## src/rtl/tsp_pkg.sv

```systemverilog
package tsp_pkg;

    localparam int SLOTS  = 32;
    localparam int CHANS  = 24;
    localparam int BYTE_W = 8;
    localparam int SLOT_W = $clog2(SLOTS);
    localparam int CHAN_W = $clog2(CHANS);
    localparam int CNT_W  = $clog2(SLOTS + 1);

    localparam logic [SLOTS-1:0]  DEFAULT_MASK = {{(SLOTS-CHANS){1'b1}}, {CHANS{1'b0}}};
    localparam logic [BYTE_W-1:0] FILL_BYTE    = {BYTE_W{1'b1}};

    // Per-byte descriptor handed from the timeslot tracker to the allocator
    typedef struct packed {
        logic              ok;
        logic              first;
        logic [SLOT_W-1:0] slot;
        logic              blanked;
        logic [CNT_W-1:0]  live;
        logic [BYTE_W-1:0] data;
    } slot_info_t;

    // One write toward the elastic store
    typedef struct packed {
        logic              valid;
        logic [CHAN_W-1:0] chan;
        logic [BYTE_W-1:0] data;
    } wr_t;

    // Number of timeslots left unblanked by a mask
    function automatic logic [CNT_W-1:0] live_count(input logic [SLOTS-1:0] m);
        logic [CNT_W-1:0] n;
        n = '0;
        for (int i = 0; i < SLOTS; i++) begin
            n = n + CNT_W'(~m[i]);
        end
        return n;
    endfunction

    // Channels that must be filled when too few timeslots survive
    function automatic logic [CNT_W-1:0] fill_needed(input logic [CNT_W-1:0] live);
        return (live < CNT_W'(CHANS)) ? (CNT_W'(CHANS) - live) : '0;
    endfunction

endpackage

```

## src/rtl/tsp_slot_track.sv

```systemverilog
module tsp_slot_track
    import tsp_pkg::*;
#(
    parameter logic [SLOTS-1:0] RESET_MASK = DEFAULT_MASK
) (
    input  logic              clk,
    input  logic              rst,
    input  logic              in_valid,
    input  logic              in_fstart,
    input  logic [BYTE_W-1:0] in_data,
    input  logic              mask_we,
    input  logic [SLOTS-1:0]  mask_wdata,
    output slot_info_t        info,
    output logic              ovf_flag,
    output logic              unf_flag
);

    logic [SLOTS-1:0] pend_q;
    logic [SLOTS-1:0] act_q;
    logic [CNT_W-1:0] live_q;
    logic [CNT_W-1:0] slot_q;
    logic             synced_q;
    logic             ovf_q;
    logic             unf_q;

    logic             first;
    logic             cont;
    logic [SLOTS-1:0] frame_mask;
    logic [CNT_W-1:0] pend_live;

    always_comb begin
        pend_live  = live_count(pend_q);
        first      = in_valid && in_fstart;
        cont       = in_valid && !in_fstart && synced_q && (slot_q < CNT_W'(SLOTS));
        frame_mask = first ? pend_q : act_q;

        info.ok      = first || cont;
        info.first   = first;
        info.slot    = first ? '0 : slot_q[SLOT_W-1:0];
        info.blanked = frame_mask[info.slot];
        info.live    = first ? pend_live : live_q;
        info.data    = in_data;
    end

    always_ff @(posedge clk) begin
        if (rst) begin
            pend_q   <= RESET_MASK;
            act_q    <= RESET_MASK;
            live_q   <= live_count(RESET_MASK);
            slot_q   <= '0;
            synced_q <= 1'b0;
            ovf_q    <= 1'b0;
            unf_q    <= 1'b0;
        end else begin
            if (mask_we) begin
                pend_q <= mask_wdata;
            end
            if (first) begin
                act_q    <= pend_q;
                live_q   <= pend_live;
                slot_q   <= CNT_W'(1);
                synced_q <= 1'b1;
                ovf_q    <= pend_live > CNT_W'(CHANS);
                unf_q    <= pend_live < CNT_W'(CHANS);
            end else if (cont) begin
                slot_q <= slot_q + CNT_W'(1);
            end
        end
    end

    assign ovf_flag = ovf_q;
    assign unf_flag = unf_q;

endmodule

```

## src/rtl/tsp_chan_alloc.sv

```systemverilog
module tsp_chan_alloc
    import tsp_pkg::*;
(
    input  logic       clk,
    input  logic       rst,
    input  slot_info_t info,
    output wr_t        wr
);

    logic [CNT_W-1:0] chan_q;
    logic [CNT_W-1:0] fill_q;
    logic [CNT_W-1:0] chan_cur;
    logic [CNT_W-1:0] fill_cur;
    logic [CNT_W-1:0] chan_nxt;
    logic [CNT_W-1:0] fill_nxt;
    logic [CNT_W-1:0] fill_chan;
    logic [CNT_W-1:0] need;

    always_comb begin
        chan_cur  = info.first ? '0 : chan_q;
        fill_cur  = info.first ? '0 : fill_q;
        need      = fill_needed(info.live);
        fill_chan = info.live + fill_cur;
        chan_nxt  = chan_cur;
        fill_nxt  = fill_cur;
        wr        = '0;
        if (info.ok) begin
            if (!info.blanked) begin
                if (chan_cur < CNT_W'(CHANS)) begin
                    wr.valid = 1'b1;
                    wr.chan  = chan_cur[CHAN_W-1:0];
                    wr.data  = info.data;
                    chan_nxt = chan_cur + CNT_W'(1);
                end
            end else if (fill_cur < need) begin
                wr.valid = 1'b1;
                wr.chan  = fill_chan[CHAN_W-1:0];
                wr.data  = FILL_BYTE;
                fill_nxt = fill_cur + CNT_W'(1);
            end
        end
    end

    always_ff @(posedge clk) begin
        if (rst) begin
            chan_q <= '0;
            fill_q <= '0;
        end else if (info.ok) begin
            chan_q <= chan_nxt;
            fill_q <= fill_nxt;
        end
    end

endmodule

```

## src/rtl/tsp_out_reg.sv

```systemverilog
module tsp_out_reg
    import tsp_pkg::*;
(
    input  logic clk,
    input  logic rst,
    input  wr_t  wr_d,
    output wr_t  wr_q
);

    always_ff @(posedge clk) begin
        if (rst) begin
            wr_q <= '0;
        end else begin
            wr_q <= wr_d;
        end
    end

endmodule

```

## src/rtl/tslot_pack.sv

```systemverilog
module tslot_pack
    import tsp_pkg::*;
#(
    parameter logic [SLOTS-1:0] RESET_MASK = DEFAULT_MASK
) (
    input  logic              clk,
    input  logic              rst,
    input  logic              in_valid,
    input  logic              in_fstart,
    input  logic [BYTE_W-1:0] in_data,
    input  logic              mask_we,
    input  logic [SLOTS-1:0]  mask_wdata,
    output logic              out_valid,
    output logic [CHAN_W-1:0] out_chan,
    output logic [BYTE_W-1:0] out_data,
    output logic              ovf_flag,
    output logic              unf_flag
);

    slot_info_t info;
    wr_t        wr_d;
    wr_t        wr_q;

    tsp_slot_track #(.RESET_MASK(RESET_MASK)) u_track (
        .clk        (clk),
        .rst        (rst),
        .in_valid   (in_valid),
        .in_fstart  (in_fstart),
        .in_data    (in_data),
        .mask_we    (mask_we),
        .mask_wdata (mask_wdata),
        .info       (info),
        .ovf_flag   (ovf_flag),
        .unf_flag   (unf_flag)
    );

    tsp_chan_alloc u_alloc (
        .clk  (clk),
        .rst  (rst),
        .info (info),
        .wr   (wr_d)
    );

    tsp_out_reg u_oreg (
        .clk  (clk),
        .rst  (rst),
        .wr_d (wr_d),
        .wr_q (wr_q)
    );

    assign out_valid = wr_q.valid;
    assign out_chan  = wr_q.chan;
    assign out_data  = wr_q.data;

endmodule

```

## config.mk

```make
export PLATFORM = sky130hd
export DESIGN_NAME = tslot_pack
export DESIGN_NICKNAME = d
export VERILOG_FILES = /design/src/rtl/tsp_pkg.sv /design/src/rtl/tsp_slot_track.sv /design/src/rtl/tsp_chan_alloc.sv /design/src/rtl/tsp_out_reg.sv /design/src/rtl/tslot_pack.sv
export SDC_FILE = /design/constraint.sdc
export NUM_CORES = 1
export LEC_CHECK = 0
export BUFFER_PORTS_ARGS = -buffer_cell sky130_fd_sc_hd__buf_2
export CORE_MARGIN = 1.5
export CORE_UTILIZATION = 25
export CTS_CLUSTER_DIAMETER = 60
export DETAILED_ROUTE_END_ITERATION = 16
export PLACE_DENSITY = 0.46
export SLEW_MARGIN = 5
export SYNTH_ARGS = -nofsm -noshare
export SYNTH_HDL_FRONTEND = slang
export SYNTH_SLANG_ARGS = --single-unit
```

## constraint.sdc

```tcl
create_clock -name clk -period 8.5 [get_ports clk]
set_input_delay 0.425 -clock clk [delete_from_list [all_inputs] [get_ports clk]]
set_output_delay 0.425 -clock clk [all_outputs]
set_load 0.01 [all_outputs]
```

[Word-level counts from Yosys, hierarchy flattened]
Index checks and enable logic that the tools add are counted.
Storage, ports and cells
  register bits after elaboration: 105
  input bits: 45
  output and inout port bits: 16
  word-level logic and storage cells: 115
Cells by class
  $add $sub $neg: 36
  magnitude comparators: 7
  multiplexer cells: 17
  bitwise logic cells: 33
  reductions and logical operators: 9
Operator list (count)
  $not 1->6: 32
  $add 6x6->6: 31
  $mux 6: 8
  $mux 14: 3
  $mux 32: 1
  $add 6x1->6 const B: 3
  $lt 6x5->1 const B: 3
  $gt 6x5->1 const B: 1
  $lt 5x6->1 const B: 1
  $lt 6x6->1: 1
  $lt 6x6->1 const B: 1
  $sub 5x6->6 const A: 1
  $add 5x5->5: 1
  $bmux 1 s5: 1
  $mux 5: 1
  $logic_and 1x1->1: 4
  $reduce_or 2->1: 2
  $mux 1: 3
  $reduce_bool 2->1: 1
  $logic_not 1->1: 1
  $logic_or 1x1->1: 1
  $not 1->1: 1

[Depth between registers and ports, before layout]
  word-level depth: 38
  depth in mapped cells: 26
  depth with buffers taken out: 25

[Modules after synthesis]
A second synthesis with hierarchy kept.
Unflattened totals
  cells, all modules: 625
  area, all modules: 5700.5 um^2
Modules (own cells, without submodules)
  tsp_slot_track: instances 1, cells each 419, area an instance 3980.1 um^2, sequential area each 1581.5 um^2
  tsp_chan_alloc: instances 1, cells each 177, area an instance 1312.5 um^2, sequential area each 240.2 um^2
  tsp_out_reg: instances 1, cells each 29, area an instance 407.9 um^2, sequential area each 280.3 um^2

[Least setup slack after synthesis]
OpenSTA, ideal clock, no wires.
  path kind: reg2reg
  start: register u_track.pend_q[17]
  end: register u_alloc.fill_q[5]
  setup time: 0.116 ns
  arrival: 6.361 ns
  required time: 8.384 ns
  slack: 2.023 ns
  stages on the path, launching flop included: 26
  path buffers: 1
  clock period less this slack: 6.477 ns
  cells stage by stage: dfxtp_1 > inv_1 > fa_1 > fa_1 > inv_1 > fa_1 > inv_1 > fa_1 > fa_1 > fa_1 > ha_1 > inv_1 > fa_1 > nand2b_1 > a21oi_1 > xnor2_1 > a221o_1 > nor2_1 > nand2_1 > ha_1 > a21o_1 > a21o_1 > a211oi_4 > buf_4 > a31oi_1 > a41o_1
Between the ends
  longest elaborated chain between the ends: 22
  elaborated cells on any way between the ends: 26
  those cells by class: add/sub: 16; order compare: 2; mux: 7; bitwise: 1
RTL lines
  start: declaration: RTL line tsp_slot_track.sv:18  | logic [SLOTS-1:0] pend_q;
  start signal: assignment: RTL line tsp_slot_track.sv:56  | pend_q <= mask_wdata;
  $not 1->6: RTL line tsp_pkg.sv:35  | n = n + CNT_W'(~m[i]);
  $add 6x6->6 (15 in series): RTL line tsp_pkg.sv:35
  $mux 6: RTL line tsp_slot_track.sv:41  | info.live = first ? pend_live : live_q;
  $sub 5x6->6 / $lt 6x5->1 (equally long branches): RTL line tsp_pkg.sv:42  | return (live < CNT_W'(CHANS)) ? (CNT_W'(CHANS) - live) : '0;
  $mux 6: RTL line tsp_pkg.sv:42
  $lt 6x6->1: RTL line tsp_chan_alloc.sv:35  | end else if (fill_cur < need) begin
  $mux 6: RTL line tsp_chan_alloc.sv:35
  $mux 6 (*): RTL line tsp_chan_alloc.sv:28  | if (!info.blanked) begin
  end signal: assignment: RTL line tsp_chan_alloc.sv:50  | fill_q <= fill_nxt;
  end: declaration: RTL line tsp_chan_alloc.sv:11  | logic [CNT_W-1:0] fill_q;
Mark *: on every way between the ends. The rest lies on a longest branch, timed or not. The select of a mux whose other input is x is not followed.
A chain may end at the register's enable or synchronous reset.

[Worst setup path in the final report]
  start: register u_track.pend_q[17]
  end: register, netlist name u_oreg.wr_q[12]
Between the ends
  longest elaborated chain between the ends: 22
  elaborated cells on any way between the ends: 27
  those cells by class: add/sub: 17; order compare: 2; mux: 7; bitwise: 1
RTL lines (RTL line)
  $not 1->6: tsp_pkg.sv:35
  $add 6x6->6 (15 in series): tsp_pkg.sv:35
  $mux 6: tsp_slot_track.sv:41
  $sub 5x6->6 / $lt 6x5->1 (equally long branches): tsp_pkg.sv:42
  $mux 6: tsp_pkg.sv:42
  $lt 6x6->1: tsp_chan_alloc.sv:35
  $mux 14: tsp_chan_alloc.sv:35
  $mux 14 (*): tsp_chan_alloc.sv:28
Marks and branches as above.

==> flow_summary.json <==
{
  "io_buffers": 60,
  "vdd_ir_drop_max_v": 0.000185,
  "setup_tns_ns": 0,
  "yosys_warnings": 0,
  "status": "complete, no violations",
  "cts_max_path_buffers": 2,
  "pin_count": 61,
  "drt-initial-drc-count": 157,
  "criticalPathCategory": "reg -> reg",
  "final_util_pct": 29.2,
  "insertion_delay_ns": 0.36,
  "maxCapViolations": 0,
  "fin_skew_ns": 0.0164,
  "avgSynthCellArea_um2": 8.87,
  "grt_pass1_vias": 4023,
  "worstMarginPinSlew_ns": 1.02,
  "arrival_ns": 7.42,
  "critPathCaptureType": "register",
  "route.detailed.drc": 0,
  "cts_tree": "built",
  "hpwl_um": 9510,
  "p_per_area_nw_per_um2": 316,
  "vias": 4196,
  "cts_root_buf": "clkbuf_16",
  "grt_overflow": 0,
  "first_pass_iters": 4,
  "async_reset_ff_share_pct": 0,
  "muxShareOfSynthArea_pct": 8.57,
  "setup_violations": 0,
  "path_clk_slew_ns": 0.08,
  "r2r_cells": 24,
  "yosysSeqAreaShare_pct": 38.2,
  "timing.rr.start": "u_track.pend_q[17]",
  "synth-xor-area-share_pct": 2.07,
  "netlist.area_leader.share_pct": 38.2,
  "start_util_pct": 25.4,
  "synth_top_family_by_area": "simple AND/OR/NAND/NOR gates",
  "yosys.area_share.adder_pct": 13.9,
  "synth_compound_area_share_pct": 13.3,
  "layoutNonFillerInstCount": 945,
  "timing.rr.end": "u_oreg.wr_q[12]",
  "grt_max_degree": 69,
  "synth-seq-cells": 105,
  "grt_pass1_wl_um": 21800,
  "mostFrequentLayoutCell": "nand2_1",
  "p_total_mw": 2.00,
  "synth_edf_count": 0,
  "viasPerCell": 4.44,
  "antenna_found_initial": 0,
  "wirelength_um": 13300,
  "power.leakage_nw": 2.73,
  "syn_nets": 711,
  "grt_setup_unrepaired": "no",
  "required_ns": 8.76,
  "worstPathMaxFanout": 16,
  "ys_types": 59,
  "drv_slew": 0,
  "nets": 751,
  "dp_cells": 929,
  "cts_hold_buf": 0,
  "cts_max_level": 3,
  "die_h_um": 151,
  "ys.flop_type": "dfxtp_1",
  "synthCells": 620,
  "layout_common_cells": "107 x nand2_1, 105 x dfxtp_1, 60 x nor2_1, 60 x buf_2, 57 x inv_1",
  "ctsResizeCount": 0,
  "maxClockFrequency_mhz": 140,
  "drive_above_1_share_pct": 15.0,
  "wl_per_cell_um": 14.1,
  "numCtsBuffers": 9,
  "min_period_ns": 7.15,
  "core-area_um2": 21700,
  "rows": 54,
  "hold_viol_final": 0,
  "netlist_area_um2": 5500,
  "ant_nets": 0,
  "diodes": 0,
  "synth_simple_gate_area_share_pct": 17.0,
  "syn2layout_area_growth_pct": 15.0,
  "finalWeightedCongestion": 0.795,
  "die_w_um": 151,
  "hold_path_class": "in -> reg",
  "hold_end": "u_track.pend_q[24]",
  "holdPathStages": 3,
  "slew_headroom_pct": 32.3,
  "worst-r2r-setup-slack_ns": 1.35,
  "min-delay-start": "mask_wdata[24]",
  "yosysTopAreaCell": "dfxtp_1",
  "start_kind": "register",
  "fin_crit_sh_pct": 84.2,
  "post_cts_buffers": 0,
  "cts_sinks": 105,
  "track_usage_pct": 12.3,
  "synth_area_leaders": "dfxtp_1 38%, fa_1 9.1%, nand2_1 7.4%",
  "die_area_um2": 22900
}
cells in the mapped netlist (11+ instances only):
cell,n
mux2i_1,31
a21oi_1,53
o211ai_1,13
inv_1,57
nor2_1,60
fa_1,25
clkbuf_1,25
nand2_1,108
nand3_1,11
dfxtp_1,105
ha_1,21
routing by layer:
layer | part of all wire (%) | track usage (%) | vias to the layer above
met5 | 0 | 0 | -
met4 | 1.4 | 2.82 | 0
met3 | 4.6 | 3.31 | 12
met2 | 44 | 19.3 | 78
met1 | 50 | 16.8 | 1957
li1 | - | - | 2149
power by group:
| part | internal (mW) | switching, mW | leakage (nW) |
|---|---|---|---|
| combinational | 0.429 | 0.617 | 1.73 |
| clock | 0.207 | 0.209 | 0.143 |
| sequential | 0.522 | 0.0161 | 0.858 |
flip-flops by register name, summed over array words and instances (netlist names):
register	cells
u_alloc.chan_q	6
u_track.ovf_flag	1
u_track.act_q	32
u_alloc.fill_q	6
u_track.live_q	6
u_oreg.wr_q	14
u_track.unf_flag	1
u_track.pend_q	32
u_track.synced_q	1
u_track.slot_q	6
metrics by stage:
step	worst slack (ns)	hold WS (ns)	area (um2)
5_1_grt	0.836	0.263	6320
3_5_place_dp	1.32	0.449	6030
2_1_floorplan	2.02	0.431	5500
4_1_cts	1.30	0.263	6320
3_3_place_gp	1.46	0.442	6030
6_report	1.35	0.272	6320
logic make-up after synthesis:
kind of cell / Yosys count
other: 1
and+or+nand+nor: 216
AOI/OAI and AO/OA: 105
buffers and inverters: 94
DFF: 105
xor gates and xnor gates: 13
adders and majority gates: 46
muxes: 40
cell type report:
| cell class | instances | area, um2 |
|---|---|---|
| Clock buffer | 9 | 225 |
| Timing Repair Buffer | 66 | 345 |
| Fill cell | 2356 | 15400 |
| Inverter | 57 | 214 |
| Tap cell | 280 | 350 |
| Clock inverter | 7 | 68.8 |
| Multi-Input combinational cell | 421 | 3020 |
| Sequential cell | 105 | 2100 |
critical path: stages (launching register included):
cell	delay, ns
dfxtp_1	0.37
inv_1	0.07
fa_1	0.49
fa_1	0.51
inv_1	0.04
fa_1	0.49
inv_1	0.06
fa_1	0.39
fa_1	0.51
inv_1	0.05
fa_1	0.58
inv_1	0.06
ha_1	0.28
a21o_1	0.15
a21oi_1	0.42
nor2_1	0.10
a221o_1	0.38
nor2_1	0.18
nand2_1	0.08
ha_1	0.29
a21o_1	0.16
a21o_1	0.19
a211oi_4	0.60
nand2_2	0.27
o32ai_1	0.31
worst max path at each step:
stage	slack, ns	end	start
global placement	1.46	u_oreg.wr_q[12]	u_track.pend_q[17]
global route	0.84	u_oreg.wr_q[12]	u_track.pend_q[17]
CTS	1.30	u_oreg.wr_q[12]	u_track.pend_q[17]
floorplan	2.02	u_alloc.fill_q[5]	u_track.pend_q[17]
detailed placement	1.32	u_oreg.wr_q[12]	u_track.pend_q[17]
finish	1.35	u_oreg.wr_q[12]	u_track.pend_q[17]
Power figures use the tool's default switching activity.
